===== config.mk =====
export PLATFORM = sky130hd
export DESIGN_NAME = dpuw_conv
export DESIGN_NICKNAME = d
export VERILOG_FILES = /design/src/rtl/dpuw_pkg.sv /design/src/rtl/dpuw_classify.sv /design/src/rtl/dpuw_trunc.sv /design/src/rtl/dpuw_select.sv /design/src/rtl/dpuw_conv.sv
export SDC_FILE = /design/constraint.sdc
export NUM_CORES = 1
export LEC_CHECK = 0
export CAP_MARGIN = 20
export CORE_ASPECT_RATIO = 2
export CORE_MARGIN = 3
export CORE_UTILIZATION = 40
export CTS_BUF_LIST = sky130_fd_sc_hd__clkbuf_8
export CTS_CLUSTER_SIZE = 24
export DETAILED_ROUTE_END_ITERATION = 7
export PLACE_DENSITY = 0.71
export SYNTH_ARGS = -nofsm -noshare
export SYNTH_HDL_FRONTEND = slang
export SYNTH_SLANG_ARGS = --single-unit

===== constraint.sdc =====
create_clock -name clk_i -period 3.8 [get_ports clk_i]
set_input_delay 0.76 -clock clk_i [delete_from_list [all_inputs] [get_ports clk_i]]
set_output_delay 0.76 -clock clk_i [all_outputs]
set_load 0.01 [all_outputs]

===== src/rtl/dpuw_pkg.sv =====
package dpuw_pkg;
  typedef enum logic [2:0] {
    CLS_ZERO, CLS_SUB, CLS_NORM, CLS_INF, CLS_QNAN, CLS_SNAN
  } cls_e;

  typedef struct packed {
    logic rounded;
    logic frac_inx;
    logic invalid;
    logic snan;
    logic inexact;
  } flags_t;
endpackage


===== src/rtl/dpuw_classify.sv =====
module dpuw_classify import dpuw_pkg::*; #(
  parameter int EXP_W = 11,
  parameter int MAN_W = 52
) (
  input  logic [EXP_W+MAN_W:0] src_i,
  output logic                 sign_o,
  output logic [EXP_W-1:0]     exp_o,
  output logic [MAN_W:0]       sig_o,
  output cls_e                 cls_o
);
  logic [MAN_W-1:0] man;
  logic             exp_max, exp_zero;

  assign sign_o   = src_i[EXP_W+MAN_W];
  assign exp_o    = src_i[EXP_W+MAN_W-1:MAN_W];
  assign man      = src_i[MAN_W-1:0];
  assign exp_max  = &exp_o;
  assign exp_zero = ~|exp_o;
  // hidden bit is 1 only for normals
  assign sig_o    = {~exp_zero, man};

  always_comb begin
    if (exp_max)       cls_o = (man == '0) ? CLS_INF : (man[MAN_W-1] ? CLS_QNAN : CLS_SNAN);
    else if (exp_zero) cls_o = (man == '0) ? CLS_ZERO : CLS_SUB;
    else               cls_o = CLS_NORM;
  end
endmodule


===== src/rtl/dpuw_trunc.sv =====
module dpuw_trunc import dpuw_pkg::*; #(
  parameter int EXP_W = 11,
  parameter int MAN_W = 52,
  parameter int INT_W = 32
) (
  input  logic [EXP_W-1:0] exp_i,
  input  logic [MAN_W:0]   sig_i,
  input  cls_e             cls_i,
  output logic [INT_W-1:0] int_o,
  output logic             lost_o,
  output logic             ge_one_o,
  output logic             big_o
);
  localparam int BIAS = (1 << (EXP_W - 1)) - 1;
  localparam int ROOF = BIAS + INT_W;

  logic [EXP_W-1:0] sh;
  logic [MAN_W:0]   shifted, keep_mask;
  logic             below_one, above_roof;

  assign below_one  = exp_i < EXP_W'(BIAS);
  assign above_roof = exp_i >= EXP_W'(ROOF);
  assign sh         = EXP_W'(BIAS + MAN_W) - exp_i;
  assign shifted    = sig_i >> sh;
  assign keep_mask  = {(MAN_W+1){1'b1}} << sh;

  always_comb begin
    int_o    = '0;
    lost_o   = 1'b0;
    ge_one_o = 1'b0;
    big_o    = 1'b0;
    unique case (cls_i)
      CLS_SUB: lost_o = 1'b1;
      CLS_INF: begin ge_one_o = 1'b1; big_o = 1'b1; end
      CLS_NORM: begin
        if (below_one) begin
          lost_o = 1'b1;
        end else if (above_roof) begin
          ge_one_o = 1'b1;
          big_o    = 1'b1;
        end else begin
          ge_one_o = 1'b1;
          int_o    = shifted[INT_W-1:0];
          lost_o   = |(sig_i & ~keep_mask);
        end
      end
      default: ;
    endcase
  end
endmodule


===== src/rtl/dpuw_select.sv =====
module dpuw_select import dpuw_pkg::*; #(
  parameter int INT_W = 32
) (
  input  logic             sign_i,
  input  cls_e             cls_i,
  input  logic [INT_W-1:0] int_i,
  input  logic             lost_i,
  input  logic             ge_one_i,
  input  logic             big_i,
  output logic [INT_W-1:0] word_o,
  output flags_t           flags_o
);
  logic is_nan, inx;

  assign is_nan = (cls_i == CLS_QNAN) || (cls_i == CLS_SNAN);

  always_comb begin
    word_o          = '0;
    inx             = 1'b0;
    flags_o         = '0;
    if (is_nan) begin
      flags_o.invalid = 1'b1;
      flags_o.snan    = (cls_i == CLS_SNAN);
    end else if (sign_i) begin
      if (ge_one_i) flags_o.invalid = 1'b1;
      else          inx = lost_i;
    end else if (big_i) begin
      word_o          = '1;
      flags_o.invalid = 1'b1;
    end else begin
      word_o = int_i;
      inx    = lost_i;
    end
    flags_o.frac_inx = inx;
    flags_o.inexact  = inx;
    flags_o.rounded  = 1'b0;
  end
endmodule


===== src/rtl/dpuw_conv.sv =====
module dpuw_conv import dpuw_pkg::*; #(
  parameter int EXP_W = 11,
  parameter int MAN_W = 52,
  parameter int INT_W = 32,
  parameter int VEC_W = 128
) (
  input  logic                   clk_i,
  input  logic                   rst_ni,
  input  logic                   valid_i,
  input  logic [EXP_W+MAN_W:0]   src_i,
  output logic                   valid_o,
  output logic [VEC_W-1:0]       result_o,
  output logic                   frac_rounded_o,
  output logic                   frac_inexact_o,
  output logic                   invalid_o,
  output logic                   snan_o,
  output logic                   inexact_o
);
  localparam int NUM_WORDS = VEC_W / INT_W;

  logic             sign;
  logic [EXP_W-1:0] exp_f;
  logic [MAN_W:0]   sig;
  cls_e             cls;
  logic [INT_W-1:0] int_val, word;
  logic             lost, ge_one, big;
  flags_t           flags_d, flags_q;
  logic [VEC_W-1:0] result_d;

  dpuw_classify #(.EXP_W(EXP_W), .MAN_W(MAN_W)) u_cls (
    .src_i(src_i), .sign_o(sign), .exp_o(exp_f), .sig_o(sig), .cls_o(cls)
  );

  dpuw_trunc #(.EXP_W(EXP_W), .MAN_W(MAN_W), .INT_W(INT_W)) u_trunc (
    .exp_i(exp_f), .sig_i(sig), .cls_i(cls),
    .int_o(int_val), .lost_o(lost), .ge_one_o(ge_one), .big_o(big)
  );

  dpuw_select #(.INT_W(INT_W)) u_sel (
    .sign_i(sign), .cls_i(cls), .int_i(int_val), .lost_i(lost),
    .ge_one_i(ge_one), .big_i(big), .word_o(word), .flags_o(flags_d)
  );

  // word 0 is the most significant lane; the top two lanes carry the value
  for (genvar w = 0; w < NUM_WORDS; w++) begin : g_lane
    if (w >= NUM_WORDS - 2) begin : g_val
      assign result_d[w*INT_W +: INT_W] = word;
    end else begin : g_zero
      assign result_d[w*INT_W +: INT_W] = '0;
    end
  end

  always_ff @(posedge clk_i or negedge rst_ni) begin
    if (!rst_ni) begin
      valid_o  <= 1'b0;
      result_o <= '0;
      flags_q  <= '0;
    end else begin
      valid_o <= valid_i;
      if (valid_i) begin
        result_o <= result_d;
        flags_q  <= flags_d;
      end
    end
  end

  assign frac_rounded_o = flags_q.rounded;
  assign frac_inexact_o = flags_q.frac_inx;
  assign invalid_o      = flags_q.invalid;
  assign snan_o         = flags_q.snan;
  assign inexact_o      = flags_q.inexact;
endmodule


==> metrics.txt <==
outcome finished, final reports clean; Setup crit start src_i[48]; DR WL met3 approximately 1.6 mm; CP endpoint kind flop; CP bufs+invs 2; maximum VDD drop ~0.00011 V; number of global-route vias before repair roughly 7100; first-pass GRT wire length a little over 40 mm; vias between 7000 and 8000; FF-to-FF Start frac_inexact_o; initial antenna violation count 0; Post-synth ARST share 100%; final setup TNS 0 ns; worst-margin pin slew slightly below 0.8 ns; CP Launch Type input pin; area grow syn2layout 31.2%; syn avg cell area a little under 8 sq um; top post-synthesis cells by area dfrtp_1 14%, buf_4 12%, mux4_2 11%; GRT Total Usage between 30% and 40%; fmax 278 MHz; Row Count between 60 and 70; Final GP Congestion approximately 1.0; Core Area ~15000 sq um; wl on met1 ~8.5 mm; Port Buffer Count 135; Tmin final ~3.6 ns; critical path arrival 3.77 ns; number of diodes 0; fin crit share 94.7%; Final Hold Vio Count 0; final instance area 8350 sq um; required time of the worst setup path around 4 ns; clock sink count 36; cells after synthesis 820; Yosys top cell by area dfrtp_1; #FFs+latches synth 36; Min-Delay Path Class flop to flop; Max-cap violations 0; fraction of layout cells with a size suffix above 1 21.1%; CP Depth 10; grt ovf 0; leakage 3.41 nW; Num CTS Buffers 5; Setup WS pre-CTS -0.150 ns; Synth Flop Type dfrtp_1; Power Density around 220 nW/um^2; CTS max path bufs 2; pin count of the biggest net entering global routing 40; final slew viol count 0; reg2reg end frac_inexact_o; CP max stage delay about 0.55 ns; H-tree depth 2; mapped cell area 6360 sq um; CP max-delay cell or4_1; routed wire length ~27 mm; Final Setup Violations 0; CP cell instances clkdlybuf4s50_1 > nor4_2 > nand4b_1 > or4_1 > buf_4 > a22o_1 > nor4bb_1 > nand4_1 > nor4_1 > a31oi_1; r2r worst-path depth 5; Crit Path Class input pin to flop; Slew HR 46.9%; top cell family by delay on the critical path simple AND/OR/NAND/NOR gates; Pwr Total between 1.5 and 2 mW; placed cell areas a little over 8000 sq um; Layout Nets about 1100; Seq/Total Area, Yosys between 10% and 20%; Vias/cell 6.05; initial DRC count roughly 500; I/O Pins 201; Fin Clk Skew 0 ns; top sig layer met4; hpwl dp approximately 23 mm; Routed Antenna Nets 0; RSZ-0062 raised after global routing false; CP Max Fanout 4; met2 routed WL approximately 14 mm; number of synthesized flops with an enable pin 0; hold path start snan_o; CTS tree done; DRC Markers 0; CTS Root Buffer Type clkbuf_8; end point of the critical path frac_inexact_o; drt wl/cell between 20 and 25 um; count of warnings emitted by yosys 0; Yosys top cell area share between 10% and 20%; clock-pin slew on the worst setup and hold paths around 0.070 ns; die extent in x 95.2 um; die footprint 17500 sq um; Initial Util slightly above 40%; Clock Latency Late Sink ~0.3 ns; first-pass iteration count of the detailed router 5; R2R Setup Slk ~2.0 ns; chip height roughly 180 um; final worst setup slack between 0.2 and 0.25 ns; Unique masters post-synth 65
==> area by class of cell <==
| class | count | area [sq um] |
|---|---|---|
| fillers | 1525 | 7110 |
| flip-flops and latches | 36 | 901 |
| well taps | 198 | 248 |
| multi-input cells | 664 | 4610 |
| inverters | 18 | 67.6 |
| repair buffers | 272 | 2420 |
| clock buffers | 7 | 96.3 |
==> where the power goes <==
group          internal, mW  total [mW]  leakage (nW)  switching, mW
clock network         0.161       0.295        0.0503          0.134
registers             0.416       0.444         0.468         0.0277
logic                 0.502        1.09          2.90          0.584
total                  1.08        1.82          3.41          0.746
==> worst min path at each step <==
stage | to | slack [ns] | cells past startpoint
finish | snan_o | 0.48 | 2
CTS | snan_o | 0.49 | 2
detailed placement | snan_o | 0.47 | 2
floorplan | frac_inexact_o | 0.46 | 0
global placement | snan_o | 0.46 | 2
global route | snan_o | 0.52 | 2
==> state kept, by name (all words and copies together), names as in the netlist <==
register	cells
frac_inexact_o	1
invalid_o	1
result_o	32
snan_o	1
valid_o	1
==> routing by layer <==
metal | up-vias | GRT usage (%)
li1 | 3291 | -
met4 | 0 | 29.4
met2 | 428 | 55.2
met5 | - | 0
met3 | 124 | 2.90
met1 | 3388 | 30.1
==> stage by stage <==
| step | hold WS (ns) | util, % | std cells |
|---|---|---|---|
| finish | 0.484 | 54.0 | 1195 |
| global route | 0.515 | 54.0 | 1195 |
| CTS | 0.490 | 53.9 | 1194 |
| detailed placement | 0.472 | 53.3 | 1187 |
| global placement | 0.462 | 53.3 | 1187 |
| floorplan | 0.464 | - | 884 |
==> worst reg2reg max path, cell delays in order (launching register included) <==
cell and delay, ns:
dfrtp_1 0.46, a22o_1 0.31, nor4bb_1 0.29, nand4_1 0.17, nor4_1 0.32, a31oi_1 0.15
==> cell families (layout without fill, tap and decap cells) <==
kind of cell | count (synthesis) | after routing | synth area share [%]
xor+xnor | 6 | 6 | 0.826
compound gates | 245 | 245 | 24.6
other cells | 1 | 65 | 0.0589
simple gates | 241 | 241 | 17.8
fa+ha+maj | 3 | 3 | 0.551
buf+inv | 184 | 297 | 17.5
flops | 36 | 36 | 14.2
mux | 104 | 104 | 24.6
==> synth_stat cells, drive strengths merged (4+ instances only) <==
library cell / count
a31oi: 13
o22ai: 12
o21a: 9
or3: 4
or2: 4
nor4: 11
dfrtp: 36
o211a: 4
a211oi: 8
inv: 17
nor3: 37
clkbuf: 33
nand3: 16
mux4: 38
a221o: 14
nor2: 51
buf: 133
and2: 8
o221ai: 5
a311oi: 4
nand4: 12
mux2i: 47
mux2: 19
a21oi: 68
o21ai: 68
nand2: 82
o32ai: 6
o31ai: 10
==> what timing repair did <==
action                                  CTS  global route
endpoints found under the setup margin    0             1
resized for setup                         0             1
hold buffers                              0             0
buffers inserted                          0             0
==> placed cells by master, fill, tap and decap left out, drive strengths merged, types with 6 or more instances in the layout <==
cell type,Yosys,routed
mux4,38,38
o22ai,12,12
mux2,19,19
inv,17,17
nand4,12,12
mux2i,47,47
conb,1,65
nand3,16,16
a21oi,68,68
nor4,11,11
nor3,37,37
nor2,51,51
o31ai,10,10
and2,8,8
clkdlybuf4s50,0,131
o21a,9,9
o21ai,68,68
a211oi,8,8
o32ai,6,6
nand2,82,82
clkbuf,33,7
dfrtp,36,36
a31oi,13,13
buf,133,141
a221o,14,14
Power figures use the tool's default switching activity.
